[src/rtl/irq_pkg.sv]
package irq_pkg;
    localparam int unsigned SRC_W       = 32;
    localparam int unsigned NUM_BANKS   = 3;
    localparam int unsigned BANK_W      = 2;
    localparam int unsigned OFF_W       = 3;
    localparam int unsigned ADDR_W      = BANK_W + OFF_W;
    localparam int unsigned SYNC_STAGES = 2;
    localparam int unsigned NUM_CASC    = NUM_BANKS - 1;
    localparam int unsigned PRI_EXT_W   = SRC_W - NUM_CASC;
    // Cascade inputs occupy the lowest primary bits, one per secondary bank.
    localparam logic [SRC_W-1:0] CASC_MASK = SRC_W'((1 << NUM_CASC) - 1);

    typedef enum logic [OFF_W-1:0] {
        REG_ENABLE = 3'd0,
        REG_POLAR  = 3'd1,
        REG_KIND   = 3'd2,
        REG_PEND   = 3'd3,
        REG_ACTIVE = 3'd4
    } reg_sel_e;

    typedef struct packed {
        logic [SRC_W-1:0] enable;
        logic [SRC_W-1:0] polar;
        logic [SRC_W-1:0] kind;
        logic [SRC_W-1:0] pend;
        logic [SRC_W-1:0] last;
        logic             irq;
    } bank_state_t;

    typedef struct packed {
        logic [SRC_W-1:0] rdata;
    } port_state_t;
endpackage

[src/rtl/irq_sync.sv]
module irq_sync #(
    parameter int unsigned        WIDTH  = 32,
    parameter int unsigned        STAGES = 2,
    parameter logic [WIDTH-1:0]   BYPASS = '0
) (
    input  logic             clk,
    input  logic             rst_n,
    input  logic [WIDTH-1:0] async_i,
    output logic [WIDTH-1:0] sync_o
);
    for (genvar b = 0; b < WIDTH; b++) begin : g_bit
        if (BYPASS[b]) begin : g_pass
            // Already synchronous to clk: no added latency.
            assign sync_o[b] = async_i[b];
        end else begin : g_sync
            logic [STAGES-1:0] chain_q;
            always_ff @(posedge clk or negedge rst_n) begin
                if (!rst_n) begin
                    chain_q <= '0;
                end else begin
                    chain_q <= {chain_q[STAGES-2:0], async_i[b]};
                end
            end
            assign sync_o[b] = chain_q[STAGES-1];
        end
    end
endmodule

[src/rtl/irq_bank.sv]
module irq_bank
    import irq_pkg::*;
#(
    parameter logic [SRC_W-1:0] BYPASS = '0
) (
    input  logic             clk,
    input  logic             rst_n,
    input  logic [SRC_W-1:0] src_i,
    input  logic             wr_en_i,
    input  logic [OFF_W-1:0] off_i,
    input  logic [SRC_W-1:0] wdata_i,
    output logic [SRC_W-1:0] rdata_o,
    output logic             irq_o
);
    logic [SRC_W-1:0] sync_w;

    irq_sync #(
        .WIDTH (SRC_W),
        .STAGES(SYNC_STAGES),
        .BYPASS(BYPASS)
    ) u_sync (
        .clk    (clk),
        .rst_n  (rst_n),
        .async_i(src_i),
        .sync_o (sync_w)
    );

    bank_state_t      st_d, st_q;
    logic [SRC_W-1:0] rise_w, fall_w, edge_w, level_w, clr_w, active_w;
    reg_sel_e         sel_w;

    always_comb begin
        sel_w    = reg_sel_e'(off_i);
        rise_w   = sync_w & ~st_q.last;
        fall_w   = ~sync_w & st_q.last;
        edge_w   = (st_q.polar & rise_w) | (~st_q.polar & fall_w);
        level_w  = ~(sync_w ^ st_q.polar);
        active_w = st_q.pend & st_q.enable;
        clr_w    = (wr_en_i && sel_w == REG_PEND) ? wdata_i : '0;

        st_d      = st_q;
        st_d.last = sync_w;
        // Edge bits: clear first, then a fresh edge sets; level bits track.
        st_d.pend = (st_q.kind & ((st_q.pend & ~clr_w) | edge_w))
                  | (~st_q.kind & level_w);
        st_d.irq  = |active_w;

        if (wr_en_i) begin
            case (sel_w)
                REG_ENABLE: st_d.enable = wdata_i;
                REG_POLAR:  st_d.polar  = wdata_i;
                REG_KIND:   st_d.kind   = wdata_i;
                default:    ;
            endcase
        end
    end

    always_ff @(posedge clk or negedge rst_n) begin
        if (!rst_n) begin
            st_q <= '0;
        end else begin
            st_q <= st_d;
        end
    end

    always_comb begin
        case (sel_w)
            REG_ENABLE: rdata_o = st_q.enable;
            REG_POLAR:  rdata_o = st_q.polar;
            REG_KIND:   rdata_o = st_q.kind;
            REG_PEND:   rdata_o = st_q.pend;
            REG_ACTIVE: rdata_o = active_w;
            default:    rdata_o = '0;
        endcase
    end

    assign irq_o = st_q.irq;
endmodule

[src/rtl/irq_cascade.sv]
module irq_cascade
    import irq_pkg::*;
(
    input  logic                 clk,
    input  logic                 rst_n,
    input  logic [PRI_EXT_W-1:0] pri_src_i,
    input  logic [SRC_W-1:0]     sec_a_src_i,
    input  logic [SRC_W-1:0]     sec_b_src_i,
    input  logic [ADDR_W-1:0]    bus_addr_i,
    input  logic [SRC_W-1:0]     bus_wdata_i,
    input  logic                 bus_we_i,
    input  logic                 bus_re_i,
    output logic [SRC_W-1:0]     bus_rdata_o,
    output logic                 irq_o
);
    logic [BANK_W-1:0]    bank_w;
    logic [OFF_W-1:0]     off_w;
    logic [SRC_W-1:0]     bank_src [NUM_BANKS];
    logic [SRC_W-1:0]     bank_rd  [NUM_BANKS];
    logic [NUM_BANKS-1:0] bank_irq;

    assign bank_w = bus_addr_i[ADDR_W-1 -: BANK_W];
    assign off_w  = bus_addr_i[OFF_W-1:0];

    // Primary bit k-1 carries the request of secondary bank k.
    assign bank_src[0] = {pri_src_i, bank_irq[NUM_BANKS-1:1]};
    assign bank_src[1] = sec_a_src_i;
    assign bank_src[2] = sec_b_src_i;

    for (genvar g = 0; g < NUM_BANKS; g++) begin : g_bank
        localparam logic [SRC_W-1:0] BYP = (g == 0) ? CASC_MASK : '0;
        irq_bank #(
            .BYPASS(BYP)
        ) u_bank (
            .clk    (clk),
            .rst_n  (rst_n),
            .src_i  (bank_src[g]),
            .wr_en_i(bus_we_i && (bank_w == BANK_W'(g))),
            .off_i  (off_w),
            .wdata_i(bus_wdata_i),
            .rdata_o(bank_rd[g]),
            .irq_o  (bank_irq[g])
        );
    end

    port_state_t port_d, port_q;

    always_comb begin
        port_d       = port_q;
        port_d.rdata = '0;
        if (bus_re_i) begin
            for (int g = 0; g < NUM_BANKS; g++) begin
                if (bank_w == BANK_W'(g)) begin
                    port_d.rdata = bank_rd[g];
                end
            end
        end
    end

    always_ff @(posedge clk or negedge rst_n) begin
        if (!rst_n) begin
            port_q <= '0;
        end else begin
            port_q <= port_d;
        end
    end

    assign bus_rdata_o = port_q.rdata;
    assign irq_o       = bank_irq[0];
endmodule

[config.mk]
export PLATFORM = sky130hd
export DESIGN_NAME = irq_cascade
export DESIGN_NICKNAME = d
export VERILOG_FILES = /design/src/rtl/irq_pkg.sv /design/src/rtl/irq_sync.sv /design/src/rtl/irq_bank.sv /design/src/rtl/irq_cascade.sv
export SDC_FILE = /design/constraint.sdc
export NUM_CORES = 1
export LEC_CHECK = 0
export ABC_CLOCK_PERIOD_IN_PS = 2750
export BUFFER_PORTS_ARGS = -buffer_cell sky130_fd_sc_hd__buf_2
export CORE_UTILIZATION = 45
export DETAILED_ROUTE_END_ITERATION = 8
export PLACE_DENSITY = 0.67
export SLEW_MARGIN = 20
export SYNTH_ARGS = -nofsm -noshare
export SYNTH_HDL_FRONTEND = slang
export SYNTH_SLANG_ARGS = --single-unit
[constraint.sdc]
create_clock -name clk -period 2.75 [get_ports clk]
set_input_delay 0 -clock clk [delete_from_list [all_inputs] [get_ports clk]]
set_output_delay 0 -clock clk [all_outputs]
set_load 0.05 [all_outputs]
==> impl_metrics.csv <==
group,metric,value,unit
cts,clkSinkCount,703,
detailed_routing,drc_errors,0,
setup_path,cp.arrival,2.75,ns
timing,fmax,441.4,MHz
yosys,synth_area_leaders,"dfrtp_1 (60%), mux2_2 (11%), nand2_1 (3.7%)",
setup_path,startpoint,"bus_addr_i[1]",
cts,cts_tree,"yes",
die,start_util,0.4554,
placed_design,gp_congestion,0.9314,
yosys,ys_seq_area_frac,0.6004,
timing,final_hold_viol_count,0,
detailed_routing,postRouteAntennaNets,0,
cts,cts_setup_buffers,0,
finish,final_nets,2878,
yosys,synth_ff_type,"dfrtp_1",
setup_path,cp_max_fo,23,
die,core-area,0.06435,mm2
timing,tns,0,ns
grt,grt_use_met3,0.05615,
hold_path,min-delay-start,"pri_src_i[17]",
die,ios,168,
finish,final_cell_mix,"dfrtp_1 (703), nand2_1 (290), mux2_2 (278)",
power_and_ir_drop,power.density,781.2,mW/mm2
grt,grt-busiest-layer,"met2",
finish,antenna_cells,0,
setup_path,cp-start-kind,"input pin",
yosys,yosysWarnings,0,
yosys,async_reset_ff_frac,1.000,
cts,clock-root-buffer,"clkbuf_16",
cts,clk_latency,0.64,ns
detailed_routing,via_count,21731,
setup_path,end_kind,"register",
grt,grt_overflow,0,
cts,clk_pin_slew,0.06,ns
detailed_routing,wl_per_cell,24.37,um
die,row_count,93,
die,die-area,0.06614,mm2
timing,worst_pin_slew,1.066,ns
die,die_x,257.2,um
placed_design,post-dp-hpwl,58.75,mm
yosys,ys_ff_latch,703,
grt,grt_pass1_vias,22229,
yosys,avgSynthCellArea,12.42,um2
power_and_ir_drop,ir_drop,0.5236,mV
cts,clk_path_buf_depth,3,
outcome,outcome,"completed",
grt,antenna_found_initial,1,
finish,final_cell_area,0.03599,mm2
timing,drv_slew,0,
hold_path,worstHoldPathType,"in2reg",
power_and_ir_drop,p_leak,16.26,nW
detailed_routing,drt-total-wl,89.06,mm
yosys,synth-edff-count,0,
grt,use_met1,0.3621,
placed_design,placed_area,0.03138,mm2
finish,drive_gt1_frac,0.2496,
yosys,ys_types,60,
finish,instances_no_fill,3655,
detailed_routing,drt_iter0_drc,2258,
timing,fin_crit,2.266,ns
cts,cts_made_buffers,76,
setup_path,path_class,"in2reg",
finish,layout_commonest_cell,"dfrtp_1",
yosys,yosys.area.top_type_share,0.6004,
detailed_routing,first_pass_iters,6,
timing,maxSlewHeadroom,0.2887,
yosys,synth.cell_area,0.02930,mm2
timing,hold_ws,0.01343,ns
yosys,syn_inst,2359,
placed_design,io_buffers,167,
setup_path,cp_data_required_time,3.23,ns
detailed_routing,via_per_inst,5.946,
timing,finClkSkew,0.03003,ns
setup_path,timing.rr.start,"g_bank[0].u_bank.st_q[49]",
placed_design,dp_cells,3326,
yosys,synth_area_leader_cell,"dfrtp_1",
grt,track_usage,0.2710,
die,die_y,257.2,um
timing,period_share,0.8239,
timing,rsz0062_at_grt,"no",
grt,grt_max_degree,94,
timing,setup_violations,0,
yosys,syn_nets,2494,
finish,syn2layout_area_growth,22.84,%
cts,htreeDepth,3,
grt,grt_use_met2,0.4200,
grt,grt_pass1_wl,135.9,mm
flow_run,drv_cap,0,
[worst max-delay path, stage by stage]
cell and delay [ns]:
dlygate4sd3_1 0.55, buf_6 0.17, buf_4 0.27, nor3b_4 0.86, a21oi_1 0.16, nor3b_1 0.21, a21oi_1 0.08, a211oi_1 0.42
[where the power goes]
| part | switching [mW] | total (mW) | internal [mW] |
|---|---|---|---|
| clock | 4.23 | 10.8 | 6.55 |
| sequential | 1.59 | 13.4 | 11.8 |
| combinational | 1.94 | 3.97 | 2.04 |
[state kept, by name (all words and copies together), names as in the netlist]
name / flops
g_bank.u_bank.irq_o: 3
g_bank.u_bank.u_sync.g_bit.g_sync.chain_q: 188
bus_rdata_o: 32
g_bank.u_bank.st_q: 480
[cell usage after synthesis, types with 15 or more instances]
master	count
dfrtp_1	703
nand2_1	291
mux2_2	278
a21oi_1	180
inv_1	107
a211oi_1	99
a311o_1	93
o21ai_0	83
buf_2	63
clkbuf_1	61
mux2i_1	53
a22oi_1	25
mux2_1	25
mux4_2	24
nor2_1	24
o221ai_1	23
a221oi_1	21
nand2b_1	20
nand3_1	17
a21o_1	15
a32oi_1	15
[timing repair]
action,in CTS,in global routing
gates resized for setup,0,0
hold buffers,194,0
hold endpoints to repair,1145,0
[area by class of cell]
cell class | count | area (um2)
timing repair buffer | 447 | 3640
clock buffer | 107 | 2242
inverter | 108 | 405.4
fill | 5165 | 28350
tap | 855 | 1070
multi-input combinational | 1407 | 10620
clock inverter | 28 | 420.4
sequential | 703 | 17590
[path summary, 6_finish.rpt]
kind	endpoint	slack [ns]	cells past startpoint
max in group asynchronous	g_bank[1].u_bank.u_sync.g_bit[9].g_sync.chain_q[1]	1.26	4
worst max-delay path	bus_rdata_o[8]	0.48	8
worst min-delay path	register	0.01	2
worst min register to register	g_bank[2].u_bank.u_sync.g_bit[9].g_sync.chain_q[1]	0.34	0
worst max register to register	g_bank[0].u_bank.irq_o	0.71	4
min in group asynchronous	g_bank[2].u_bank.st_q[20]	0.45	3
[stage by stage]
stage,util,worst slack [ns],power (mW)
after floorplan,-,1.292,15.46
after global placement,0.4876,0.5100,16.93
after detailed placement,0.4876,0.5039,17.20
after CTS,0.5594,0.6044,28.23
after global routing,0.5594,0.3940,29.22
final,0.5594,0.4844,28.12
[cell families after synthesis]
logic type             synth area share
AO/OA/AOI/OAI                    0.1445
buffers and inverters           0.03783
flip-flops                       0.6004
multiplexers                     0.1530
AND/OR/NAND/NOR                 0.06435
[metal layers]
layer,vias to the layer above,share of wire
met5,-,0.00013
met4,2,0.051
met3,253,0.077
met2,969,0.46
met1,11101,0.41
li1,9406,-
Note: power is estimated with default switching activity, not from simulation.
